**config.mk**
```make
export PLATFORM = sky130hd
export DESIGN_NAME = gpr_file
export DESIGN_NICKNAME = d
export VERILOG_FILES = /design/src/rtl/gpr_file_pkg.sv /design/src/rtl/rf_id_decode.sv /design/src/rtl/rf_storage.sv /design/src/rtl/rf_read_mux.sv /design/src/rtl/gpr_file.sv
export SDC_FILE = /design/constraint.sdc
export NUM_CORES = 1
export LEC_CHECK = 0
export ABC_AREA = 1
export BUFFER_PORTS_ARGS = -buffer_cell sky130_fd_sc_hd__buf_4
export CORE_ASPECT_RATIO = 2
export CORE_MARGIN = 1
export CORE_UTILIZATION = 43
export CTS_CLUSTER_DIAMETER = 120
export DETAILED_ROUTE_END_ITERATION = 8
export PLACE_DENSITY_LB_ADDON = 0.05
export SETUP_SLACK_MARGIN = 0.5
export SLEW_MARGIN = 20
export SYNTH_ARGS = -nofsm -noshare
export SYNTH_HDL_FRONTEND = slang
export SYNTH_SLANG_ARGS = --single-unit
```
**constraint.sdc**
```tcl
create_clock -name clk -period 1.22 [get_ports clk]
set_input_delay 0.061 -clock clk [delete_from_list [all_inputs] [get_ports clk]]
set_output_delay 0.061 -clock clk [all_outputs]
set_load 0.02 [all_outputs]
```
**src/rtl/gpr_file_pkg.sv**
```systemverilog
package gpr_file_pkg;
  // Shared sizing for the register file
  localparam int unsigned GPR_COUNT   = 8;
  localparam int unsigned GPR_WIDTH   = 32;
  localparam int unsigned GPR_ID_BITS = 4;
  // Identifier the instruction decoder uses for "no operand"
  localparam logic [GPR_ID_BITS-1:0] GPR_NONE = '1;
endpackage

```
**src/rtl/rf_id_decode.sv**
```systemverilog
// Turns a register identifier into a one-hot register select.
// Identifiers at or above NUM_REGS select nothing.
module rf_id_decode #(
  parameter int unsigned ID_W     = 4,
  parameter int unsigned NUM_REGS = 8
) (
  input  logic [ID_W-1:0]     id,
  output logic [NUM_REGS-1:0] sel,
  output logic                hit
);
  for (genvar g = 0; g < NUM_REGS; g++) begin : g_match
    assign sel[g] = (id == ID_W'(g));
  end
  assign hit = |sel;
endmodule

```
**src/rtl/rf_storage.sv**
```systemverilog
// Register array: synchronous clear, one write per edge through a one-hot select.
module rf_storage #(
  parameter int unsigned NUM_REGS = 8,
  parameter int unsigned DATA_W   = 32
) (
  input  logic                             clk,
  input  logic                             rst,
  input  logic                             wr_en,
  input  logic [NUM_REGS-1:0]              wr_sel,
  input  logic [DATA_W-1:0]                wr_data,
  output logic [NUM_REGS-1:0][DATA_W-1:0]  regs_q
);
  for (genvar g = 0; g < NUM_REGS; g++) begin : g_reg
    always_ff @(posedge clk) begin
      if (rst) begin
        regs_q[g] <= '0;
      end else if (wr_en && wr_sel[g]) begin
        regs_q[g] <= wr_data;
      end
    end
  end

  // the decoder never selects more than one register
  a_r9_single_target: assert property (@(posedge clk) disable iff (rst)
    $onehot0(wr_sel));
endmodule

```
**src/rtl/rf_read_mux.sv**
```systemverilog
// AND-OR selection of one register; zero when no register is selected.
module rf_read_mux #(
  parameter int unsigned NUM_REGS = 8,
  parameter int unsigned DATA_W   = 32
) (
  input  logic [NUM_REGS-1:0]              sel,
  input  logic                             hit,
  input  logic [NUM_REGS-1:0][DATA_W-1:0]  regs,
  output logic [DATA_W-1:0]                data
);
  logic [DATA_W-1:0] merged;

  always_comb begin
    merged = '0;
    for (int i = 0; i < NUM_REGS; i++) begin
      merged = merged | ({DATA_W{sel[i]}} & regs[i]);
    end
  end

  assign data = hit ? merged : '0;
endmodule

```
**src/rtl/gpr_file.sv**
```systemverilog
module gpr_file
  import gpr_file_pkg::*;
#(
  parameter int unsigned NUM_REGS = GPR_COUNT,
  parameter int unsigned DATA_W   = GPR_WIDTH,
  parameter int unsigned ID_W     = GPR_ID_BITS
) (
  input  logic              clk,
  input  logic              rst,
  input  logic [ID_W-1:0]   src_a_id,
  output logic [DATA_W-1:0] src_a_data,
  input  logic [ID_W-1:0]   src_b_id,
  output logic [DATA_W-1:0] src_b_data,
  input  logic [ID_W-1:0]   dst_w_id,
  input  logic [DATA_W-1:0] dst_w_data
);
  localparam int unsigned IDX_W = $clog2(NUM_REGS);
  localparam logic [ID_W-1:0] FIRST_NULL = ID_W'(NUM_REGS);

  logic [NUM_REGS-1:0]             a_sel, b_sel, w_sel;
  logic                            a_hit, b_hit, w_hit;
  logic [NUM_REGS-1:0][DATA_W-1:0] regs_q;

  rf_id_decode #(.ID_W(ID_W), .NUM_REGS(NUM_REGS)) u_dec_a (
    .id(src_a_id), .sel(a_sel), .hit(a_hit));
  rf_id_decode #(.ID_W(ID_W), .NUM_REGS(NUM_REGS)) u_dec_b (
    .id(src_b_id), .sel(b_sel), .hit(b_hit));
  rf_id_decode #(.ID_W(ID_W), .NUM_REGS(NUM_REGS)) u_dec_w (
    .id(dst_w_id), .sel(w_sel), .hit(w_hit));

  rf_storage #(.NUM_REGS(NUM_REGS), .DATA_W(DATA_W)) u_store (
    .clk(clk), .rst(rst), .wr_en(w_hit), .wr_sel(w_sel),
    .wr_data(dst_w_data), .regs_q(regs_q));

  rf_read_mux #(.NUM_REGS(NUM_REGS), .DATA_W(DATA_W)) u_mux_a (
    .sel(a_sel), .hit(a_hit), .regs(regs_q), .data(src_a_data));
  rf_read_mux #(.NUM_REGS(NUM_REGS), .DATA_W(DATA_W)) u_mux_b (
    .sel(b_sel), .hit(b_hit), .regs(regs_q), .data(src_b_data));

  // a reset edge leaves every register cleared
  a_r1_reset_clears: assert property (@(posedge clk)
    rst |=> (regs_q == '0));

  // a write to a real register lands at the next edge
  a_r2_write_lands: assert property (@(posedge clk) disable iff (rst)
    (dst_w_id < FIRST_NULL) |=>
      (regs_q[$past(dst_w_id[IDX_W-1:0])] == $past(dst_w_data)));

  // a write to an identifier without a register changes nothing
  a_r6_null_write_holds: assert property (@(posedge clk) disable iff (rst)
    (dst_w_id >= FIRST_NULL) |=> $stable(regs_q));

  // a read without a register returns zero on either port
  a_r5_null_read_zero: assert property (@(posedge clk) disable iff (rst)
    ((src_a_id >= FIRST_NULL) |-> (src_a_data == '0)) and
    ((src_b_id >= FIRST_NULL) |-> (src_b_data == '0)));

  // each read port shows the register its own identifier selects
  a_r4_ports_track_storage: assert property (@(posedge clk) disable iff (rst)
    ((src_a_id < FIRST_NULL) |-> (src_a_data == regs_q[src_a_id[IDX_W-1:0]])) and
    ((src_b_id < FIRST_NULL) |-> (src_b_data == regs_q[src_b_id[IDX_W-1:0]])));
endmodule

```
==> impl_results.md, run 1 <==
* Met3 WL at 4850 um
* Gr usage total at 38.2%
* Pins Over Slew Limit at 0
* CP arrival at 1.44 ns
* Slowest CP cell: dfxtp_4
* Metal2 WL at ~32000 um
* Endpoints failing setup at 64
* Number of global-route vias before repair at 15600
* Max reg flops at 256
* Max frequency at 0.666 GHz
* Initial antenna violation count at 7
* Die Y at around 260 um
* Net Sw Frac at roughly 29%
* Final wirelength at 64300 um
* Vias post-DR at 16700
* Largest Register: u_store.regs_q
* Worst Path Required at 1.16 ns
* Leading cell type in the layout, fill and taps excluded: nor2_1
* Area of placed instances at around 0.017 mm2
* Count of final hold-check violations at 3
* CTS tree: yes
* Crit path capture type: output port
* Mapped Nets at approximately 2300
* Die W at 129 um
* Routability congestion estimate at 0.876
* DR WL/cell at 23.0 um
* Cell Pwr Density at 1030 mW/mm2
* HPWL Detailed at slightly below 40000 um
* Layout area overhead at 50.3%
* Largest net degree at the start of global routing at 63
* Crit Path Class: flop to output port
* Drt initial violations at 1341
* Root buf cell: clkbuf_16
* I/O Buffers at 109
* Critical-path cell list: nand3_2 > nand2_1 > nor2_2 > nand2_2 > buf_6
* RSZ-0062 raised after global routing: true
* R2R Setup Slk at 0.52 ns
* FF-to-FF path depth at 3
* Worst-Skew Late Latency at 0.56 ns
* Mean Syn Cell Area at 6.25 um2
* Gr ovfl total at 0
* Sequential share of power at between 40% and 50%
* Drt drc at 0
* Worst-path clk slew at about 0.07 ns
* Gate Count Post-Synth at 2214
* Failing checks: hold timing, setup timing
* Cell Int Power at 15.2 mW
* Num CTS Buffers at 26
* Post-synthesis sequential area ratio at a little under two fifths
* R2R Path Start: u_store.regs_q[3]
* WL met1 at 23200 um
* Worst Hold Class: primary input to flop
* Design Area, Final at 0.0208 mm2
* Vias per Instance at between 5 and 6
* Sum Neg Setup Slack at -13.68 ns
* RR Endpoint: u_store.regs_q[3]
* Hold Path Stages at 5
* Layout cells sized above 1 at 50.8%
* P_leak at about 8.4 nW
* Hold buffers post-CTS at 33
* Final ANT Viol Nets at 0
* Slowest cell delay on critical path at between 0.3 and 0.4 ns
* Core region area at between 0.03 and 0.04 mm2
* CP startpoint kind: flop
* Combinational share of power at 15.9%
* Final WS setup at -0.282 ns
* CP max FO at 3
* Most frequent cells in the layout: 474 x nor2_1, 361 x nand3_2, 219 x dfxtp_2
* DRT Pass-1 Iters at 5
* Max_cap viols at 0
* Worst Skew at 0 ns
* Slew headroom at 64.8%
* Clock power frac at about 42%
* CTS Sinks at 256
* Area of the die at 0.0330 mm2
* Status: complete, but fails checks
* #FFs+latches synth at roughly 260
* Fillers at 2807
* WHS Endpoint: u_store.regs_q[3]
* Num ports at between 100 and 150
* Library cells used by synthesis at 17
* Worst Min Path Start: dst_w_id[3]
* Peak supply drop at between 1000 and 1500 uV
* CTS Buffer Depth at 3
* H-tree depth at 1
* Cell area after synthesis at 0.0138 mm2
* Fin crit period at 1.50 ns
* Nets at 2392
* YS warnings at 0
* Min Hold Slack at -0.0194 ns
* Rows at 92
* Largest regs: u_store.regs_q: 256 flops
* Initial Util at 43.7%
* Slew @ Worst Pin at 0.527 ns
* Period utilization at 123%
* Psw at 6.26 mW
* Dpl cells at 2695
* Fin cells at approximately 2800
* Highest metal used: met5
* Global-route wire length before repair at approximately 94000 um
## what timing repair did
item | CTS | global route
pin swaps | 267 | 238
setup endpoints to repair | 66 | 113
endpoints found under the hold margin | 256 | 1
gates resized for setup | 442 | 392
buffers inserted | 3 | 10
gates cloned | 0 | 0
## cell usage after synthesis, drive strengths merged
cell / number / share of area [%]
inv: 21 / 0.57
o21ai: 224 / 8.1
clkbuf: 59 / 1.6
dfxtp: 256 / 37
buf: 124 / 5.6
nand2: 363 / 9.9
a21oi: 32 / 1.2
nor2: 591 / 16
nand3: 544 / 20
## worst max path at each step
stage,cells after the start,start,slack [ns],to
after floorplan,8,src_b_id[2],0.39,src_b_data[0]
after global placement,9,src_a_id[0],-0.09,src_a_data[26]
after detailed placement,9,src_b_id[0],-0.08,src_b_data[0]
after CTS,5,u_store.regs_q[218],-0.29,src_a_data[26]
after global routing,5,u_store.regs_q[68],-0.30,src_a_data[4]
final,5,u_store.regs_q[109],-0.28,src_b_data[13]
## stage by stage
| step | power (mW) | util (%) | worst slack, ns | hold WS, ns |
|---|---|---|---|---|
| floorplan | 10.7 | - | 0.389 | 0.177 |
| global placement | 12.0 | 53.1 | -0.0912 | 0.360 |
| detailed placement | 12.0 | 53.1 | -0.0776 | 0.367 |
| CTS | 21.3 | 61.2 | -0.293 | -0.0289 |
| global route | 22.0 | 65.7 | -0.302 | -0.0158 |
| finish | 21.5 | 65.8 | -0.282 | -0.0194 |
## per-layer routing
layer	vias up	track usage [%]
li1	7577	-
met1	8030	44.0
met2	848	63.1
met3	258	6.86
met4	2	26.4
met5	-	0
## worst max-delay path, delay by kind of cell (launching register included)
family                 cells  cell delay (ns)
buffers and inverters      1             0.14
and+or+nand+nor            4             0.38
DFF                        1             0.37
## logic make-up (layout without fill, tap and decap cells)
group / count (synthesis) / after routing / synth area share (%)
simple gates: 1498 / 1498 / 46.0
compound gates: 256 / 256 / 9.25
flops: 256 / 256 / 37.0
buf+inv: 204 / 354 / 7.79
other cells: 0 / 6 / 0
## cell type report
type                       instances  area (um2)  share of cell area (%)
clock inverter                    15         245                    1.18
clock buffer                      31         699                    3.36
inverter                          21         146                   0.703
tap                              423         529                    2.54
antenna                            6        15.0                  0.0721
timing repair buffer             287        3370                    16.2
multi-input combinational       1754       10300                    49.6
sequential                       256        5480                    26.3
## power groups by stage
stage               clock [mW]  combinational, mW  sequential (mW)
floorplan                    0               1.73             9.00
global placement             0               2.89             9.06
detailed placement           0               2.91             9.07
CTS                       9.19               3.17             8.94
global route              9.46               3.59             8.99
finish                    9.11               3.42             8.97
Power figures use the tool's default switching activity.
==> inputs of run 2 (changes only) <==
ABC_AREA = default   (was 1)
SYNTH_HIERARCHICAL = 1   (was default)
==> impl_results.md, run 2 <==
* Status: complete, but fails checks (unchanged)
* Failing checks: setup timing (was hold timing, setup timing)
* Slew headroom at 64.1% (was 64.8%)
* CTS tree: yes (unchanged)
* Max_cap viols at 0 (unchanged)
* Layout area overhead at 46.9% (was 50.3%)
* Delay-heaviest family, CP: compound AO/OA/AOI/OAI gates (was simple AND/OR/NAND/NOR gates)
* DR WL/cell at 26.8 um (was 23.0 um)
* Final wirelength at 50000 um (was 64300 um)
* RSZ-0062 raised after global routing: true (unchanged)
* Share of the synthesized area in the top cell type at 38.6% (was 37.0%)
* Async SR Flop Fraction at 0% (unchanged)
* Leading cell type in the layout, fill and taps excluded: nand2b_1 (was nor2_1)
* Slowest cell delay on critical path at 0.34 ns (was 0.37 ns)
* Number of global-route vias before repair at 12100 (was 15600)
* Largest net degree at the start of global routing at 48 (was 63)
* Worst Path Required at 1.16 ns (about the same)
* Power, Total at 18.8 mW (was 21.5 mW)
* R2R Setup Slk at 0.50 ns (was 0.52 ns)
* Max frequency at 0.627 GHz (was 0.666 GHz)
* CP max FO at 3 (unchanged)
* Worst setup path startpoint: u_store/regs_q[95] (was u_store.regs_q[109])
* Post-synth EDFFs at 0 (unchanged)
* Cell Pwr Density at 963 mW/mm2 (was 1030 mW/mm2)
* #FFs+latches synth at 256 (unchanged)
* Crit Path Class: flop to output port (unchanged)
* Num ports at 110 (unchanged)
* Cell area after synthesis at 0.0133 mm2 (was 0.0138 mm2)
* Largest Register: u_store/regs_q (was u_store.regs_q)
* Cell with the most instances after synthesis: nand2b_1 (was nor2_1)
* Drt initial violations at 615 (was 1341)
* Initial antenna violation count at 0 (was 7)
* Root buf cell: clkbuf_16 (unchanged)
* Buffers & Inverters on Critical Path at 1 (unchanged)
* Count of final hold-check violations at 0 (was 3)
* Die W at 126 um (was 129 um)
* Post-synth top flop: dfxtp_1 (unchanged)
* Worst Skew at 0 ns (unchanged)
* Most frequent cells in the layout: 275 x nand2b_1, 256 x mux2i_1, 254 x a22oi_2 (was 474 x nor2_1, 361 x nand3_2, 219 x dfxtp_2)
* Final ANT Viol Nets at 0 (unchanged)
* Area of the die at 0.0316 mm2 (was 0.0330 mm2)
* Number of diodes at 0 (was 6)
* Area contributors post-synth: dfxtp_1 39%, mux2i_1 19%, a22oi_1 14% (was dfxtp_1 37%, nand3_1 20%, nor2_1 16%)
* Critical Path Sink: src_a_data[31] (was src_b_data[13])
* Worst Hold Class: primary input to flop (unchanged)
* Slew @ Worst Pin at 0.538 ns (was 0.527 ns)
* P_leak at 7.58 nW (was 8.35 nW)
* Area leader, netlist: dfxtp_1 (unchanged)
* Design Area, Final at 0.0195 mm2 (was 0.0208 mm2)
* CP arrival at 1.54 ns (was 1.44 ns)
* Area of placed instances at 0.0164 mm2 (was 0.0168 mm2)
* Layout cells sized above 1 at 59.3% (was 50.8%)
* H-tree depth at 1 (unchanged)
* Vias post-DR at 11400 (was 16700)
* Rows at 90 (was 92)
* Gr ovfl total at 0 (unchanged)
* HPWL Detailed at 31200 um (was 39600 um)
* Hold Path Stages at 3 (was 5)
* Post-synthesis sequential area ratio at 38.6% (was 37.0%)
* Library cells used by synthesis at 20 (was 17)
* I/O Buffers at 109 (unchanged)
* Vias per Instance at 6.12 (was 5.98)
* Top cells by count, synth: 288 x nand2b_1, 256 x a22oi_1, 256 x dfxtp_1, 256 x mux2i_1, 62 x a41oi_1 (was 582 x nor2_1, 544 x nand3_1, 362 x nand2_1)
* Fin crit period at 1.60 ns (was 1.50 ns)
* Crit path capture type: output port (unchanged)
* CTS Sinks at 256 (unchanged)
* Gate Count Post-Synth at 1305 (was 2214)
* Die Y at 251 um (was 256 um)
* Mean Syn Cell Area at 10.2 um2 (was 6.25 um2)
* Largest regs: u_store/regs_q: 256 flops (was u_store.regs_q: 256 flops)
* CP startpoint kind: flop (unchanged)
* Peak supply drop at 1020 uV (was 1050 uV)
* DRT Pass-1 Iters at 5 (unchanged)
* Gr usage total at 31.6% (was 38.2%)
* R2R Path Start: u_store/regs_q[160] (was u_store.regs_q[3])
* Pins Over Slew Limit at 0 (unchanged)
* Period utilization at 131% (was 123%)
* FF-to-FF path depth at 3 (unchanged)
* Stages on worst setup path at 3 (was 5)
* Drt drc at 0 (unchanged)
* YS warnings at 6 (was 0)
* Endpoints failing setup at 64 (unchanged)
* Max reg flops at 256 (unchanged)
* Nets at 1526 (was 2392)
* Final WS setup at -0.376 ns (was -0.282 ns)
* Num CTS Buffers at 26 (unchanged)
* Core region area at 0.0303 mm2 (was 0.0317 mm2)
* Slowest CP cell: dfxtp_2 (was dfxtp_4)
* Initial Util at 43.8% (was 43.7%)
* CTS Buffer Depth at 3 (unchanged)
* Mapped Nets at 1351 (was 2260)
* Routability congestion estimate at 0.831 (was 0.876)
* Critical-path cell list: a22oi_2 > a41oi_2 > buf_4 (was nand3_2 > nand2_1 > nor2_2 > nand2_2 > buf_6)
* Worst-path clk slew at 0.07 ns (about the same)
* Worst-Skew Late Latency at 0.55 ns (was 0.56 ns)
* Global-route wire length before repair at 75100 um (was 94100 um)
* RR Endpoint: u_store/regs_q[160] (was u_store.regs_q[3])
## run 2: cell types whose count changed in the layout (fill, tap and decap cells not counted), sizes merged, moves of 256 or more
cell,previous run,this run
mux2i,0,256
nand2,363,8
a22oi,0,256
nand2b,0,288
nor2,591,0
nand3,544,0
## run 2: kinds of logic (layout without fill, tap and decap cells)
family	Yosys count	in the layout	share of synthesized area (%)
AO/OA/AOI/OAI	320	320	18.8
buffers and inverters	151	345	7.56
flip-flops	256	256	38.6
multiplexers	256	256	19.3
AND/OR/NAND/NOR	322	322	15.7
## run 2: power breakdown
part | total, mW | internal [mW] | switching [mW] | leakage [nW]
clock network | 8.18 | 4.62 | 3.56 | 0.423
registers | 8.59 | 8.47 | 0.126 | 2.17
logic | 2.01 | 0.953 | 1.05 | 4.98
total | 18.8 | 14.0 | 4.74 | 7.58
## run 2: final cells by class
cell class                      count  area, um2
Fill cell                        2400      10800
Multi-Input combinational cell    898       9170
Sequential cell                   256       5400
Timing Repair Buffer              293       3600
Clock buffer                       37        773
Tap cell                          368        460
Clock inverter                     10       83.8
Inverter                            5       18.8
## run 2: worst register-to-register path, stage by stage, from the launching register on
cell and delay (ns):
dfxtp_4 0.37, buf_6 0.10, nand2b_4 0.04, mux2i_1 0.13
## run 2: what timing repair did
item / 4_1_cts / 5_1_grt
hold buffers: 20 / 0
resized for setup: 414 / 61
gates cloned: 13 / 1
setup buffers: 15 / 1
hold endpoints to repair: 120 / 0
pin swaps: 210 / 92
setup endpoints to repair: 64 / 108
## run 2: how the worst min path moves through the flow
stage	endpoint	startpoint
6_report	u_store/regs_q[129]	rst
5_1_grt	u_store/regs_q[254]	dst_w_data[30]
4_1_cts	u_store/regs_q[45]	dst_w_data[13]
3_5_place_dp	u_store/regs_q[4]	u_store/regs_q[4]
3_3_place_gp	u_store/regs_q[21]	u_store/regs_q[21]
2_1_floorplan	u_store/regs_q[64]	dst_w_id[0]
## run 2: metrics by stage
step	setup slack, ns	hold slack (ns)	TNS [ns]	util, %	std cells
6_report	-0.376	0.00577	-17.36	64.4	1867
5_1_grt	-0.399	0.0246	-19.70	64.4	1867
4_1_cts	-0.358	0.00727	-17.93	63.8	1865
3_5_place_dp	-0.354	0.480	-17.49	54.1	1770
3_3_place_gp	-0.327	0.472	-16.53	54.1	1770
2_1_floorplan	-0.188	0.335	-1.50	-	1305
## run 2: per-layer routing
| metal | vias to the layer above | track usage [%] | part of all wire, % |
|---|---|---|---|
| met5 | - | 0 | 0 |
| met3 | 137 | 3.80 | 4.1 |
| met2 | 335 | 57.0 | 52 |
| li1 | 5202 | - | - |
| met1 | 5757 | 36.6 | 40 |
| met4 | 0 | 15.1 | 4.7 |
==> inputs of run 3 (changes only) <==
CORE_UTILIZATION = 40   (was 43)
==> impl_results.md, run 3 (synthesis results as in run 2) <==
* Status: complete, but fails checks (unchanged)
* Failing checks: setup timing (unchanged)
* Largest net degree at the start of global routing at 46 (was 48)
* Pre-CTS setup slack at -0.361 ns (was -0.354 ns)
* Critical-path cell list: a22oi_2 > a41oi_2 > buf_4 (unchanged)
* H-tree depth at 1 (unchanged)
* Die Y at 260 um (was 251 um)
* Number of diodes at 0 (unchanged)
* Most frequent cells in the layout: 275 x nand2b_1, 256 x mux2i_1, 247 x a22oi_2 (was 275 x nand2b_1, 256 x mux2i_1, 254 x a22oi_2)
* P_leak at 7.52 nW (was 7.58 nW)
* Slew headroom at 70.5% (was 64.1%)
* Final core occ at 59.1% (was 64.4%)
* Final ANT Viol Nets at 0 (unchanged)
* Largest Register: u_store/regs_q (unchanged)
* Rows at 94 (was 90)
* Worst Path Required at 1.16 ns (about the same)
* Max frequency at 0.620 GHz (was 0.627 GHz)
* Max reg flops at 256 (unchanged)
* DRT Pass-1 Iters at 6 (was 5)
* Core region area at 0.0328 mm2 (was 0.0303 mm2)
* Root buf cell: clkbuf_16 (unchanged)
* Drt drc at 0 (unchanged)
* Worst Skew at 0 ns (unchanged)
* Slowest cell delay on critical path at 0.35 ns (was 0.34 ns)
* Worst Hold Class: primary input to flop (unchanged)
* Number of global-route vias before repair at 12000 (was 12100)
* Crit path capture type: output port (unchanged)
* DR WL/cell at 26.8 um (about the same)
* Drt initial violations at 587 (was 615)
* Worst-Skew Late Latency at 0.54 ns (was 0.55 ns)
* CTS Sinks at 256 (unchanged)
* CTS Buffer Depth at 3 (unchanged)
* Slowest CP cell: dfxtp_2 (unchanged)
* Num CTS Buffers at 26 (unchanged)
* Gr ovfl total at 0 (unchanged)
* Routability congestion estimate at 0.815 (was 0.831)
* Gr usage total at 30.9% (was 31.6%)
* Worst-path clk slew at 0.06 ns (was 0.07 ns)
* Fin crit period at 1.61 ns (was 1.60 ns)
* Die W at 131 um (was 126 um)
* Final wirelength at 51900 um (was 50000 um)
* Period utilization at 132% (was 131%)
* Endpoints failing setup at 64 (unchanged)
* Max_cap viols at 0 (unchanged)
* Min Hold Slack at 0.00158 ns (was 0.00577 ns)
* Largest regs: u_store/regs_q: 256 flops (unchanged)
* Area of placed instances at 0.0163 mm2 (was 0.0164 mm2)
* Peak supply drop at 1040 uV (was 1020 uV)
* Global-route wire length before repair at 76600 um (was 75100 um)
* Pins Over Slew Limit at 0 (unchanged)
* Num ports at 110 (unchanged)
* Initial Util at 40.5% (was 43.8%)
* Crit Path Class: flop to output port (unchanged)
* Fillers at 2717 (was 2400)
* Slew @ Worst Pin at 0.442 ns (was 0.538 ns)
* Vias per Instance at 5.93 (was 6.12)
* Layout cells sized above 1 at 57.6% (was 59.3%)
* HPWL Detailed at 33000 um (was 31200 um)
* Layout area overhead at 46.2% (was 46.9%)
* Count of final hold-check violations at 0 (unchanged)
* RSZ-0062 raised after global routing: true (unchanged)
* Power, Total at 18.4 mW (was 18.8 mW)
* Initial antenna violation count at 0 (unchanged)
* Area of the die at 0.0340 mm2 (was 0.0316 mm2)
* Nets at 1529 (was 1526)
* Design Area, Final at 0.0194 mm2 (was 0.0195 mm2)
* Vias post-DR at 11500 (was 11400)
* I/O Buffers at 109 (unchanged)
* Cell Pwr Density at 950 mW/mm2 (was 963 mW/mm2)
* CP arrival at 1.55 ns (was 1.54 ns)
* Leading cell type in the layout, fill and taps excluded: nand2b_1 (unchanged)
* CP startpoint kind: flop (unchanged)
* CP max FO at 3 (unchanged)
* Final WS setup at -0.393 ns (was -0.376 ns)
* CTS tree: yes (unchanged)
==> run 3: cell types whose count changed in the layout (fill, tap and decap cells not counted), sizes merged <==
cell,delta
clkinvlp,-2
buf,+6
bufbuf,-3
clkbuf,+3
dlygate4sd3,-2
clkinv,+2
==> run 3: final timing paths <==
| kind | startpoint | to | slack, ns | depth (start not counted) |
|---|---|---|---|---|
| worst min-delay path | dst_w_data[21] | u_store/regs_q[85] | 0.002 | 3 |
| worst min register to register | u_store/regs_q[31] | u_store/regs_q[31] | 0.49 | 2 |
| worst max-delay path | u_store/regs_q[78] | src_a_data[14] | -0.39 | 3 |
| worst max register to register | u_store/regs_q[4] | u_store/regs_q[4] | 0.52 | 3 |
==> run 3: power breakdown <==
group	internal [mW]	switching, mW	total (mW)
clock network	4.35	3.54	7.89
registers	8.45	0.131	8.58
logic	0.920	1.05	1.97
total	13.7	4.72	18.4
==> run 3: cell type report <==
type | count | area [um2] | area share [%]
clock buffer | 38 | 726 | 3.74
clock inverter | 10 | 86.3 | 0.445
inverter | 5 | 18.8 | 0.0967
multi-input combinational | 898 | 9130 | 47.1
sequential | 256 | 5400 | 27.8
tap | 432 | 541 | 2.79
timing repair buffer | 296 | 3500 | 18.0
==> run 3: metrics by stage <==
step,TNS [ns],std cells
floorplan,-1.50,1305
global placement,-18.92,1828
detailed placement,-20.21,1828
CTS,-18.51,1921
global route,-20.47,1935
finish,-17.47,1935
==> run 3: metal layers <==
layer	global-route usage [%]	wire [um]	up-vias
li1	-	-	5201
met1	35.7	20300	5815
met2	56.0	27200	312
met3	3.33	1790	140
met4	13.6	2600	0
met5	0	0	-
==> run 3: worst max-delay path, delay by kind of cell (launching register included) <==
family                 cells  cell delay, ns
flip-flops                 1            0.35
AO/OA/AOI/OAI              2            0.43
buffers and inverters      1            0.21
==> run 3: timing repair <==
action                     CTS  global route
gates cloned                 8             3
gates resized for setup    402            78
pin swaps                  203            68
setup buffers               19            11
hold buffers                18             0
setup endpoints to repair   66           133
hold endpoints to repair   105             0
